File: src/rtl/vmon_pkg.sv
package vmon_pkg;
  localparam int VM_DW      = 8;
  localparam int LIM_DROP   = 2;
  localparam logic [VM_DW-1:0] LIM_RST_LO = 8'h00;
  localparam logic [VM_DW-1:0] LIM_RST_HI = 8'hFC;

  typedef enum logic [1:0] {
    RG_READ  = 2'd0,
    RG_LOW   = 2'd1,
    RG_HIGH  = 2'd2,
    RG_ALARM = 2'd3
  } vmon_region_e;

  // Drop the unused low bits of a limit.
  function automatic logic [VM_DW-1:0] lim_quantize(input logic [VM_DW-1:0] v);
    return {v[VM_DW-1:LIM_DROP], {LIM_DROP{1'b0}}};
  endfunction

  // Strict window test: equality with a limit is in range.
  function automatic logic out_of_range(input logic [VM_DW-1:0] s,
                                        input logic [VM_DW-1:0] lo,
                                        input logic [VM_DW-1:0] hi);
    return (s < lo) || (s > hi);
  endfunction
endpackage

File: src/rtl/vmon_limit_bank.sv
module vmon_limit_bank #(
  parameter int NCH    = 9,
  parameter int CHAN_W = 4
) (
  input  logic                                 clk,
  input  logic                                 rst_n,
  input  logic                                 wr_lo,
  input  logic                                 wr_hi,
  input  logic [CHAN_W-1:0]                    wr_chan,
  input  logic [vmon_pkg::VM_DW-1:0]           wdata,
  output logic [NCH-1:0][vmon_pkg::VM_DW-1:0]  lo_q,
  output logic [NCH-1:0][vmon_pkg::VM_DW-1:0]  hi_q
);
  import vmon_pkg::*;

  always_ff @(posedge clk) begin
    if (!rst_n) begin
      for (int c = 0; c < NCH; c++) begin
        lo_q[c] <= LIM_RST_LO;
        hi_q[c] <= LIM_RST_HI;
      end
    end else begin
      for (int c = 0; c < NCH; c++) begin
        if (wr_lo && wr_chan == CHAN_W'(c)) lo_q[c] <= lim_quantize(wdata);
        if (wr_hi && wr_chan == CHAN_W'(c)) hi_q[c] <= lim_quantize(wdata);
      end
    end
  end


  lo_write_trunc_chk: assert property (@(posedge clk) disable iff (!rst_n)
    (wr_lo && wr_chan == '0) |=>
      (lo_q[0][LIM_DROP-1:0] == '0) &&
      (lo_q[0][VM_DW-1:LIM_DROP] == $past(wdata[VM_DW-1:LIM_DROP])));


  hi_write_trunc_chk: assert property (@(posedge clk) disable iff (!rst_n)
    (wr_hi && wr_chan == '0) |=>
      (hi_q[0][LIM_DROP-1:0] == '0) &&
      (hi_q[0][VM_DW-1:LIM_DROP] == $past(wdata[VM_DW-1:LIM_DROP])));
endmodule

File: src/rtl/vmon_chan_cell.sv
module vmon_chan_cell (
  input  logic                        clk,
  input  logic                        rst_n,
  input  logic                        hit,
  input  logic [vmon_pkg::VM_DW-1:0]  sample,
  input  logic [vmon_pkg::VM_DW-1:0]  lo_lim,
  input  logic [vmon_pkg::VM_DW-1:0]  hi_lim,
  input  logic                        clr,
  output logic [vmon_pkg::VM_DW-1:0]  reading,
  output logic                        alarm,
  output logic                        set_evt
);
  import vmon_pkg::*;

  assign set_evt = hit && out_of_range(sample, lo_lim, hi_lim);

  always_ff @(posedge clk) begin
    if (!rst_n) begin
      reading <= '0;
      alarm   <= 1'b0;
    end else begin
      if (hit) reading <= sample;
      if (set_evt)  alarm <= 1'b1;
      else if (clr) alarm <= 1'b0;
    end
  end


  reading_capture_chk: assert property (@(posedge clk) disable iff (!rst_n)
    hit |=> reading == $past(sample));


  below_low_chk: assert property (@(posedge clk) disable iff (!rst_n)
    (hit && sample < lo_lim) |=> alarm);


  above_high_chk: assert property (@(posedge clk) disable iff (!rst_n)
    (hit && sample > hi_lim) |=> alarm);


  in_window_quiet_chk: assert property (@(posedge clk) disable iff (!rst_n)
    (hit && sample >= lo_lim && sample <= hi_lim && !alarm) |=> !alarm);


  alarm_sticky_chk: assert property (@(posedge clk) disable iff (!rst_n)
    (alarm && !clr) |=> alarm);


  clear_effect_chk: assert property (@(posedge clk) disable iff (!rst_n)
    (clr && !set_evt) |=> !alarm);
endmodule

File: src/rtl/vlimit_monitor.sv
module vlimit_monitor #(
  parameter int BASE_CH  = 9,
  parameter bit WITH_AUX = 1'b0,
  parameter int CHAN_W   = 4
) (
  input  logic                       clk,
  input  logic                       rst_n,
  input  logic                       smp_valid,
  input  logic [CHAN_W-1:0]          smp_chan,
  input  logic [vmon_pkg::VM_DW-1:0] smp_code,
  input  logic                       reg_wr,
  input  logic [CHAN_W+1:0]          reg_addr,
  input  logic [vmon_pkg::VM_DW-1:0] reg_wdata,
  output logic [vmon_pkg::VM_DW-1:0] reg_rdata
);
  import vmon_pkg::*;

  localparam int NCH       = BASE_CH + (WITH_AUX ? 2 : 0);
  localparam int ALM_W     = 1 << CHAN_W;
  localparam int ALM_BYTES = ALM_W / VM_DW;
  localparam logic [CHAN_W:0] NCH_L   = (CHAN_W+1)'(NCH);
  localparam logic [CHAN_W:0] BYTES_L = (CHAN_W+1)'(ALM_BYTES);

  vmon_region_e            region;
  logic [CHAN_W-1:0]       rchan;
  logic                    rsel_ok;
  logic                    bsel_ok;
  logic                    chan_ok;
  logic                    alarm_wr;

  logic [NCH-1:0][VM_DW-1:0] lo_q, hi_q, reading_q;
  logic [NCH-1:0]            alarm_vec, hit_vec, clr_vec, set_vec;
  logic [ALM_W-1:0]          alm_pad;

  assign region   = vmon_region_e'(reg_addr[CHAN_W+1:CHAN_W]);
  assign rchan    = reg_addr[CHAN_W-1:0];
  assign rsel_ok  = {1'b0, rchan} < NCH_L;
  assign bsel_ok  = {1'b0, rchan} < BYTES_L;
  assign chan_ok  = {1'b0, smp_chan} < NCH_L;
  assign alarm_wr = reg_wr && (region == RG_ALARM) && bsel_ok;

  vmon_limit_bank #(.NCH(NCH), .CHAN_W(CHAN_W)) u_limits (
    .clk     (clk),
    .rst_n   (rst_n),
    .wr_lo   (reg_wr && region == RG_LOW  && rsel_ok),
    .wr_hi   (reg_wr && region == RG_HIGH && rsel_ok),
    .wr_chan (rchan),
    .wdata   (reg_wdata),
    .lo_q    (lo_q),
    .hi_q    (hi_q)
  );

  for (genvar c = 0; c < NCH; c++) begin : g_chan
    assign hit_vec[c] = smp_valid && (smp_chan == CHAN_W'(c));
    assign clr_vec[c] = alarm_wr && (rchan == CHAN_W'(c / VM_DW)) &&
                        reg_wdata[c % VM_DW];
    vmon_chan_cell u_cell (
      .clk     (clk),
      .rst_n   (rst_n),
      .hit     (hit_vec[c]),
      .sample  (smp_code),
      .lo_lim  (lo_q[c]),
      .hi_lim  (hi_q[c]),
      .clr     (clr_vec[c]),
      .reading (reading_q[c]),
      .alarm   (alarm_vec[c]),
      .set_evt (set_vec[c])
    );
  end

  if (ALM_W > NCH) begin : g_pad
    assign alm_pad = {{(ALM_W-NCH){1'b0}}, alarm_vec};
  end else begin : g_nopad
    assign alm_pad = alarm_vec;
  end

  always_comb begin
    reg_rdata = '0;
    unique case (region)
      RG_READ:  if (rsel_ok) reg_rdata = reading_q[rchan];
      RG_LOW:   if (rsel_ok) reg_rdata = lo_q[rchan];
      RG_HIGH:  if (rsel_ok) reg_rdata = hi_q[rchan];
      RG_ALARM: if (bsel_ok) reg_rdata = alm_pad[int'(rchan)*VM_DW +: VM_DW];
      default:  reg_rdata = '0;
    endcase
  end


  stray_chan_ignored_chk: assert property (@(posedge clk) disable iff (!rst_n)
    (smp_valid && !chan_ok && !alarm_wr) |=>
      $stable(alarm_vec) && $stable(reading_q));


  limit_readback_lsb_chk: assert property (@(posedge clk) disable iff (!rst_n)
    (region == RG_LOW || region == RG_HIGH) |-> reg_rdata[LIM_DROP-1:0] == '0);


  set_beats_clear_chk: assert property (@(posedge clk) disable iff (!rst_n)
    (|(set_vec & clr_vec)) |=> |alarm_vec);
endmodule

File: config.mk
export PLATFORM = sky130hd
export DESIGN_NAME = vlimit_monitor
export DESIGN_NICKNAME = d
export VERILOG_FILES = /design/src/rtl/vmon_pkg.sv /design/src/rtl/vmon_limit_bank.sv /design/src/rtl/vmon_chan_cell.sv /design/src/rtl/vlimit_monitor.sv
export SDC_FILE = /design/constraint.sdc
export NUM_CORES = 1
export LEC_CHECK = 0
export BUFFER_PORTS_ARGS = -buffer_cell sky130_fd_sc_hd__buf_4
export CORE_MARGIN = 2
export CORE_UTILIZATION = 55
export DETAILED_ROUTE_END_ITERATION = 10
export MAX_ROUTING_LAYER = met4
export PLACE_DENSITY = 0.69
export SLEW_MARGIN = 30
export SYNTH_ARGS = -nofsm -noshare
export SYNTH_HDL_FRONTEND = slang
export SYNTH_SLANG_ARGS = --single-unit
File: constraint.sdc
create_clock -name clk -period 2.8 [get_ports clk]
set_input_delay 0.28 -clock clk [delete_from_list [all_inputs] [get_ports clk]]
set_output_delay 0.28 -clock clk [all_outputs]
set_load 0.05 [all_outputs]
# --- After elaboration in Yosys (flattened, before gate mapping) ---
# Index checks and enable logic that the tools add are counted.
# Widths: inputs -> output; s select.
totals:
  register_bits: 189
  output_inout_bits: 8
op_classes:
  magnitude_cmp: 21
  eq_ne: 19
  shifts: 1
  n_mux: 29
  reduce_logical: 74
ops:
  columns: ["op", "count"]
  rows:
  - ["$bmux 8 s4", 3]
  - ["$gt 8x8->1", 9]
  - ["$lt 8x8->1", 9]
  - ["$mux 8", 7]
  - ["$logic_and 1x1->1", 53]
  - ["$eq 4x3->1 const B", 8]
  - ["$pmux 8 s4", 1]
  - ["$mux 1", 18]
  - ["$reduce_bool 2->1", 9]
  - ["$eq 4x2->1 const B", 4]
  - ["$shiftx 16x8->8", 1]
  - ["$logic_or 1x1->1", 9]
  - ["$eq 4x1->1 const B", 2]
  - ["$eq 4x4->1 const B", 2]
  - ["$logic_not 4->1", 2]
  - ["$lt 4x5->1 const B", 1]
  - ["$eq 2x2->1 const B", 2]
  - ["$lt 4x2->1 const B", 1]
  - ["$lt 4x4->1 const B", 1]
  - ["$eq 2x1->1 const B", 1]
  - ["$logic_not 2->1", 1]

# --- Logic depth before layout (Yosys ltp) ---
# Gate-level depths: netlist of the first run.
logic_depth:
  word_depth: 7
  mapped_depth: 8

# --- Cells and area by module ---
# From an unflattened synthesis of the first run, not the netlist that was laid out.
unflattened:
  hier_cells: 1397
  area_unflattened_um2: 13088.8
modules_own_cells:
  columns: ["module", "n_inst", "cells_each", "area_per_inst_um2", "seq_area_each_um2"]
  rows:
  - ["vmon_limit_bank", 1, 434, 4403.0, 2162.1]
  - ["vmon_chan_cell at g_chan[0].u_cell ...", 6, 82, 724.4, 180.2]
  - ["vlimit_monitor", 1, 228, 2177.1, 0.0]
  - ["vmon_chan_cell at g_chan[6].u_cell ...", 3, 81, 720.7, 180.2]

# --- Least setup slack after synthesis of the first run ---
# OpenSTA, ideal clock, no wires.
synth_path:
  path_kind: "input to output"
  startpoint: "input port reg_addr[0]"
  endpoint: "output port reg_rdata[0] in the netlist's numbering"
  t_arrival_ps: 2174
  slack_ps: 346
  cell_stages: 6
  n_path_buf: 3
  cell_sequence: "buf_4 -> buf_6 -> buf_4 -> mux4_2 -> mux2i_1 -> o21ai_0"
synth_via:
  elab_chain_cells: 4
  elab_cells_between_ends: 14
  cone_classes: "order compare: 2; shift: 1; mux: 11"
synth_rtl:
  columns: ["item", "line", "source"]
  rows:
  - ["start, declared", "vlimit_monitor.sv:12", "input logic [CHAN_W+1:0] reg_addr,"]
  - ["$bmux 8 s4 (on tied branches)", "vlimit_monitor.sv:82, vlimit_monitor.sv:80, vlimit_monitor.sv:81", null]
  - ["$mux 8 (on tied branches) (2 in series)", "vlimit_monitor.sv:82, vlimit_monitor.sv:80, vlimit_monitor.sv:81", null]
  - ["$pmux 8 s4 *", "vlimit_monitor.sv:79", "unique case (region)"]
  - ["end, declared", "vlimit_monitor.sv:14", "output logic [vmon_pkg::VM_DW-1:0] reg_rdata"]
# Mark *: on every way between the ends. The rest lies on a longest branch, timed or not. The select of a mux whose other input is x is not followed.

# --- Worst setup path after layout of the first run ---
layout_path:
  startpoint: "input port reg_addr[0]"
  endpoint: "output port reg_rdata[5] in the netlist's numbering"
# The elaborated chain is that of the path after synthesis.

==> impl_metrics.csv, run 1 <==
group,metric,value,unit
run_status,run_status,"completed",
worst_setup_path,crit_required,2.52,ns
place,gp_congestion,0.949,
sta,timing.fmax,0.385,GHz
worst_setup_path,endpoint_kind,"output port",
synthesis,synthTopCellsByArea,"dfxtp_1 (34%), ha_1 (11%), mux2i_1 (8.1%)",
sta,slew_headroom,0.529,
place,port_buffers,37,
synthesis,synth_edf_count,0,
cts,cts_resized,0,
die,die-height,146,um
cells_and_area,final_nets,1432,
place,dpl_worst_slack,0.218,ns
worst_setup_path,path_depth,8,
cells_and_area,drive_gt1_frac,0.123,
synthesis,ys_async_sr_fraction,0,
synthesis,yosys.area.top_type,"dfxtp_1",
run,cap_violations,0,
worst_hold_path,hp-class,"primary input to flop",
place,hpwl,22800,um
power_and_ir_drop,p_int,4.19,mW
worst_hold_path,worstHoldPathCells,3,
worst_setup_path,crit_top_cell,"buf_4",
die,core_area,0.0200,mm^2
routing,num_vias,9700,
sta,tightest_slew,0.707,ns
sta,setup_viol,0,
routing,via_per_inst,6.12,
synthesis,synth_area,0.0111,mm^2
grt,grt.overflow.total,0,
sta,hold_viol,0,
power_and_ir_drop,comb_power_share,0.112,
synthesis,ys_warn_count,0,
cells_and_area,area_growth,10.4,%
worst_setup_path,regToRegSetupSlack,0.83,ns
cts,cts_sinks,189,
worst_setup_path,r2r_cells,8,
grt,track_usage,0.323,
synthesis,syn_avg_cell_area,8.60,um^2
cells_and_area,antenna_cells,0,
cts,htree_levels,4,
cts,cts_setup_buffers,0,
cts,insertion_delay,0.44,ns
worst_setup_path,cp_num_buf_inv,4,
power_and_ir_drop,seqPwrFrac,0.469,
cts,cts_inserted_buffers,17,
grt,grt_pass1_vias,9387,
sta,finalMaxSlewViolations,0,
worst_setup_path,cp_cell_sequence,"buf_4 -> buf_12 -> buf_4 -> mux2i_1 -> o22a_1 -> nand4_1 -> a32o_1 -> buf_4",
die,start_util,0.555,
routing,drc,0,
synthesis,synthTopCellsByCount,"dfxtp_1 (189), nand2_1 (187), nand3_1 (140)",
power_and_ir_drop,p_sw_frac,0.277,
sta,timing.hold.ws,0.157,ns
sta,min_period,2.60,ns
grt,grt_max_degree,67,
worst_setup_path,setup.worst_path.start_class,"primary input",
place,place_area,0.0117,mm^2
synthesis,synth.distinct_cells,61,
die,die_w,146,um
power_and_ir_drop,p_sw,1.60,mW
routing,drt_pass1_iterations,6,
cts,clk_pin_slew_worst_paths,0.07,ns
power_and_ir_drop,total_power,5.80,mW
synthesis,ys_seq_area_frac,0.340,
sta,rsz0062_at_grt,"false",
power_and_ir_drop,p_leak,5.29,nW
synthesis,synthFlopType,"dfxtp_1",
power_and_ir_drop,power_frac_clock,0.418,
worst_setup_path,crit_family,"buffers and inverters",
grt,grt_pass1_wl,52100,um
cts,clockRootBuffer,"clkbuf_16",
power_and_ir_drop,power_density,472,mW/mm^2
sta,fin_skew,0.0113,ns
worst_setup_path,max_stage_delay,0.40,ns
worst_setup_path,path_max_fanout,23,
sta,fin_ws,0.199,ns
synthesis,synth-seq-cells,189,
worst_setup_path,cp_data_arrival_time,2.32,ns
power_and_ir_drop,irDropWorstVdd,0.416,mV
die,num_io_pins,38,
cts,cts_buffer_depth,2,
routing,wl,33300,um
sta,min_period_over_period,0.929,
die,rows,52,
cts,cts_tree,"done",
routing,first_iter_violations,989,
sta,fin_setup_tns,0,ns
routing,antenna_left,0,
synthesis,netlist_instances,1292,
synthesis,synth.net_count,1421,
worst_setup_path,crit_path_top_delay_cell,"buf_4",
synthesis,yosys.area.top_type_share,0.340,
cells_and_area,finalInstanceArea,0.0123,mm^2
cts,cts_hold_buf,0,
grt,antenna_found_initial,1,
die,fp.dieArea,0.0214,mm^2
routing,routedWlPerCell,21.0,um
worst_setup_path,critical_path_class,"primary input to output port",
synthesis,post-synth-top-count-cell,"dfxtp_1",
==> flip-flops by register name (all words and copies together) (netlist names) <==
| signal | count |
|---|---|
| u_limits.hi_q | 54 |
| g_chan.u_cell.reading | 72 |
| u_limits.lo_q | 54 |
| g_chan.u_cell.alarm | 9 |
==> per-stage QoR <==
stage                     cells   util
after detailed placement   1554  0.583
after global routing       1586  0.612
final                      1586  0.612
after floorplan            1292      -
after global placement     1554  0.583
after CTS                  1586  0.612
==> tightest hold or removal path, cell delays in order <==
cell and delay (ns):
buf_4 0.15, nand2_1 0.06, a21oi_1 0.05
==> metal layers <==
| layer | global-route usage | wire length [um] |
|---|---|---|
| met1 | 0.433 | 14400 |
| met2 | 0.483 | 14700 |
| met3 | 0.0722 | 3080 |
| met4 | 0.113 | 1110 |
| met5 | - | 0 |
==> final timing paths <==
| kind | startpoint | endpoint |
|---|---|---|
| worst max register to register | u_limits.hi_q[11] | g_chan[1].u_cell.alarm |
| worst min-delay path | smp_code[0] | g_chan[4].u_cell.reading[0] |
| worst min register to register | g_chan[1].u_cell.reading[3] | g_chan[1].u_cell.reading[3] |
| worst max-delay path | reg_addr[0] | reg_rdata[5] |
==> layout by cell type, fill, tap and decap left out, types with 18 or more instances in the layout <==
cell     instances
dfxtp_1        189
nand3_1        140
buf_4           72
ha_1            99
nand2_1        187
nor2_1          82
mux2i_1         90
a21oi_1         98
inv_1           95
mux4_2          34
a21o_1          18
==> cell families after synthesis <==
family,share of synthesized area
AND/OR/NAND/NOR,0.211
AO/OA/AOI/OAI,0.118
flip-flops,0.340
buffers and inverters,0.0680
multiplexers,0.151
adder cells (fa/ha/maj),0.111
==> power by group through the flow <==
stage	Sequential (mW)	Combinational [mW]	Clock (mW)
final	2.72	0.650	2.43
after global routing	2.72	0.700	2.56
after detailed placement	2.78	0.637	0
after CTS	2.72	0.641	2.43
after global placement	2.78	0.625	0
after floorplan	2.78	0.410	0
==> layout make-up <==
cell class	count	area (um^2)
Clock buffer	18	429
Tap cell	270	338
Sequential cell	189	3780
Clock inverter	14	149
Multi-Input combinational cell	924	6610
Inverter	96	362
Fill cell	1834	7770
Timing Repair Buffer	75	601
Power figures use the tool's default switching activity.
==> run 2, diff against run 1 <==
==> constraint.sdc (replaced) <==
create_clock -name clk -period 2.8 [get_ports clk]
set_input_delay 0.28 -clock clk [delete_from_list [all_inputs] [get_ports clk]]
set_output_delay 0.28 -clock clk [all_outputs]
set_load 0.005 [all_outputs]
==> impl_metrics.csv, run 2 (same netlist as run 1, synthesis figures left out) <==
group,metric,value,unit
cts,clockRootBuffer,"clkbuf_16",
routing,drt_pass1_iterations,5,
grt,grt_pass1_vias,8832,
cells_and_area,drive_gt1_frac,0.120,
cts,cts_resized,0,
cells_and_area,fillers,1845,
cells_and_area,final_util,0.611,
cts,htree_levels,4,
cells_and_area,antenna_cells,0,
worst_setup_path,r2r-end,"g_chan[1].u_cell.alarm",
cts,cts_inserted_buffers,17,
cts,cts_hold_buf,0,
cells_and_area,finalInstanceArea,0.0122,mm^2
place,hpwl,22600,um
sta,rsz0062_at_grt,"false",
grt,use_met3,0.0494,
worst_hold_path,hp-class,"primary input to flop",
grt,antenna_found_initial,0,
run,cap_violations,0,
worst_setup_path,crit_required,2.52,ns
sta,timing.hold.ws,0.151,ns
sta,finalMaxSlewViolations,0,
routing,antenna_left,0,
cells_and_area,final_cell_mix,"dfxtp_1 (189), nand2_1 (187), nand3_1 (140)",
worst_setup_path,r2r-start,"u_limits.hi_q[11]",
worst_setup_path,cp_data_arrival_time,2.26,ns
routing,first_iter_violations,1081,
sta,hold_viol,0,
cells_and_area,stdcell_count,1582,
sta,setup_viol,0,
grt,grt.overflow.total,0,
die,start_util,0.555,
die,die_w,146,um
grt,grt_max_degree,67,
sta,min_period,2.54,ns
worst_setup_path,regToRegSetupSlack,0.96,ns
sta,tightest_slew,0.822,ns
worst_setup_path,critical_path_class,"primary input to output port",
sta,timing.fmax,0.393,GHz
die,die-height,146,um
cts,cts_setup_buffers,0,
die,fp.dieArea,0.0214,mm^2
sta,fin_setup_tns,0,ns
place,dpl_worst_slack,0.291,ns
sta,min_period_over_period,0.908,
routing,drc,0,
worst_setup_path,r2r_cells,7,
sta,slew_headroom,0.452,
grt,track_usage,0.322,
cells_and_area,top_regs,"g_chan.u_cell.reading (72), u_limits.hi_q (54), u_limits.lo_q (54)",
grt,grt_pass1_wl,51500,um
cts,insertion_delay,0.44,ns
worst_setup_path,setup.worst_path.start_class,"primary input",
worst_hold_path,hold_end,"g_chan[4].u_cell.reading[1]",
routing,via_per_inst,6.11,
power_and_ir_drop,total_power,5.76,mW
sta,fin_ws,0.257,ns
routing,num_vias,9659,
cts,clk_pin_slew_worst_paths,0.08,ns
sta,fin_skew,0.0112,ns
place,place_inst,1550,
grt,grt_util_met2,0.472,
routing,routedWlPerCell,20.9,um
cells_and_area,regMostFlops,"g_chan.u_cell.reading",
worst_hold_path,hp-start,"smp_code[1]",
routing,wl,33100,um
power_and_ir_drop,power_density,471,mW/mm^2
power_and_ir_drop,p_leak,5.27,nW
cts,cts_sinks,189,
grt,top_usage_layer,"met2",
place,gp_congestion,0.956,
grt,grt_use_met1,0.454,
cells_and_area,final_common_cell,"dfxtp_1",
worst_hold_path,worstHoldPathCells,3,
cts,cts_tree,"done",
worst_setup_path,path_max_fanout,28,
cells_and_area,final_nets,1428,
cts,cts_buffer_depth,2,
cells_and_area,largest_register_ffs,72,
power_and_ir_drop,irDropWorstVdd,0.378,mV
worst_setup_path,endpoint_kind,"output port",
place,place_area,0.0117,mm^2
run_status,run_status,"completed",
die,rows,52,
place,port_buffers,37,
die,num_io_pins,38,
die,core_area,0.0200,mm^2
cells_and_area,area_growth,10.2,%
## run 2: changes by cell type in the layout (fill, tap and decap cells not counted)
cell        change
inv_8           +1
buf_4           -5
clkinvlp_4      +2
clkinv_4        -3
buf_12          +1
clkinv_2        +2
inv_6           -3
clkbuf_8        +1
## run 2: layout make-up
| cell class | count | area, um^2 | area share |
|---|---|---|---|
| clock inverter | 13 | 133 | 0.0108 |
| tap | 270 | 338 | 0.0276 |
| sequential | 189 | 3780 | 0.309 |
| inverter | 96 | 362 | 0.0295 |
| multi-input combinational | 924 | 6610 | 0.539 |
| clock buffer | 19 | 443 | 0.0362 |
| timing repair buffer | 71 | 583 | 0.0476 |
## run 2: power breakdown
group	switching (mW)	internal [mW]
clock	1.14	1.27
combinational	0.403	0.222
sequential	0.0146	2.71
## run 2: worst max-delay path, cell delays in order
cell and delay (ns):
buf_4 0.45, mux4_2 0.58, a22oi_1 0.37, nand3_1 0.12, a32o_1 0.30, buf_4 0.14
## run 2: worst max-delay path by stage
stage | slack (ns) | startpoint | endpoint
floorplan | 0.91 | reg_addr[0] | reg_rdata[2]
global placement | 0.29 | reg_addr[0] | reg_rdata[4]
global route | 0.17 | reg_addr[0] | reg_rdata[4]
detailed placement | 0.29 | reg_addr[0] | reg_rdata[4]
CTS | 0.29 | reg_addr[0] | reg_rdata[4]
finish | 0.26 | reg_addr[0] | reg_rdata[4]
## run 2: metal layers
layer | part of all wire | wire length, um | up-vias
li1 | - | - | 4570
met4 | 0.029 | 949 | 0
met1 | 0.44 | 14600 | 4614
met3 | 0.087 | 2870 | 61
met5 | 0 | 0 | -
met2 | 0.44 | 14700 | 414
==> run 3, diff against run 2 <==
--- a/config.mk
+++ b/config.mk
@@ -6,7 +6,7 @@
 export NUM_CORES = 1
 export LEC_CHECK = 0
 export BUFFER_PORTS_ARGS = -buffer_cell sky130_fd_sc_hd__buf_4
-export CORE_MARGIN = 2
+export CORE_MARGIN = 3
 export CORE_UTILIZATION = 55
 export DETAILED_ROUTE_END_ITERATION = 10
 export MAX_ROUTING_LAYER = met4
==> impl_metrics.csv, run 3 (same netlist as run 1, synthesis figures left out) <==
group,metric,value,unit
cts,cts_resized,0,
sta,tightest_slew,0.802,ns
worst_setup_path,cp_data_arrival_time,2.32,ns
grt,grt_pass1_vias,9068,
sta,fin_ws,0.199,ns
cells_and_area,final_common_cell,"dfxtp_1",
die,core_area,0.0197,mm^2
worst_hold_path,hp-class,"primary input to flop",
place,dpl_worst_slack,0.213,ns
place,place_inst,1540,
sta,timing.hold.ws,0.155,ns
routing,first_iter_violations,880,
die,fp.dieArea,0.0220,mm^2
die,die-height,148,um
cts,cts_hold_buf,0,
cells_and_area,largest_register_ffs,72,
die,start_util,0.566,
power_and_ir_drop,p_leak,5.24,nW
cells_and_area,drive_gt1_frac,0.117,
worst_hold_path,hp-start,"smp_code[0]",
sta,finalMaxSlewViolations,0,
grt,grt_max_degree,79,
routing,wl,32200,um
grt,grt_pass1_wl,51100,um
cts,cts_setup_buffers,0,
routing,antenna_left,0,
routing,via_per_inst,6.11,
sta,min_period_over_period,0.929,
cts,cts_inserted_buffers,17,
die,rows,51,
cells_and_area,final_nets,1423,
worst_setup_path,r2r_cells,7,
grt,track_usage,0.307,
worst_setup_path,critical_path_class,"primary input to output port",
cells_and_area,final_cell_mix,"dfxtp_1 (189), nand2_1 (187), nand3_1 (140)",
cells_and_area,finalInstanceArea,0.0122,mm^2
cells_and_area,stdcell_count,1571,
sta,fin_setup_tns,0,ns
run,cap_violations,0,
cts,cts_tree,"done",
cells_and_area,antenna_cells,0,
routing,drt_pass1_iterations,5,
sta,fin_skew,0.00941,ns
worst_setup_path,crit_required,2.52,ns
worst_setup_path,endpoint_kind,"output port",
place,place_area,0.0116,mm^2
sta,rsz0062_at_grt,"false",
cts,cts_sinks,189,
worst_setup_path,path_max_fanout,24,
cells_and_area,top_regs,"g_chan.u_cell.reading (72), u_limits.hi_q (54), u_limits.lo_q (54)",
grt,antenna_found_initial,0,
sta,slew_headroom,0.465,
routing,drc,0,
cts,htree_levels,4,
worst_setup_path,setup.worst_path.start_class,"primary input",
routing,routedWlPerCell,20.5,um
cells_and_area,final_util,0.620,
power_and_ir_drop,total_power,5.86,mW
worst_setup_path,r2r-start,"u_limits.hi_q[11]",
routing,num_vias,9604,
cts,insertion_delay,0.44,ns
cts,cts_buffer_depth,2,
sta,timing.fmax,0.384,GHz
sta,min_period,2.60,ns
die,num_io_pins,38,
cells_and_area,area_growth,9.56,%
worst_hold_path,worstHoldPathCells,3,
worst_setup_path,startpoint,"reg_addr[0]",
grt,grt.overflow.total,0,
cells_and_area,regMostFlops,"g_chan.u_cell.reading",
cts,clockRootBuffer,"clkbuf_16",
place,hpwl,21900,um
place,port_buffers,37,
sta,setup_viol,0,
run_status,run_status,"completed",
place,gp_congestion,0.993,
power_and_ir_drop,irDropWorstVdd,0.378,mV
power_and_ir_drop,power_density,481,mW/mm^2
die,die_w,148,um
sta,hold_viol,0,
cts,clk_pin_slew_worst_paths,0.07,ns
run 3: critical path, cell delays in order:
cell and delay, ns:
buf_4 0.26, buf_4 0.27, buf_4 0.22, nor4b_4 0.33, nor2b_1 0.40, a221oi_1 0.15
nand2_1 0.11, and3_1 0.17, buf_4 0.11
run 3: final cells by class:
type | instances | area (um^2)
fill | 1753 | 7470
tap | 265 | 332
inverter | 96 | 362
clock buffer | 17 | 425
multi-input combinational | 924 | 6610
sequential | 189 | 3780
clock inverter | 14 | 174
timing repair buffer | 66 | 495
run 3: path summary, 6_finish.rpt:
check	endpoint	slack, ns
max	reg_rdata[6]	0.20
min	g_chan[4].u_cell.reading[0]	0.16
max reg2reg	g_chan[1].u_cell.alarm	0.84
min reg2reg	g_chan[1].u_cell.reading[5]	0.46
run 3: power by group:
| group | total, mW | leakage [nW] | internal (mW) | switching (mW) |
|---|---|---|---|---|
| registers | 2.72 | 1.53 | 2.71 | 0.0144 |
| logic | 0.606 | 3.42 | 0.212 | 0.394 |
| clock network | 2.53 | 0.293 | 1.35 | 1.18 |
run 3: metal layers:
layer,track usage,wire (um),vias to the layer above
met4,0.0942,728,0
li1,-,-,4553
met2,0.468,14600,373
met5,-,0,-
met1,0.431,14400,4635
met3,0.0390,2410,43
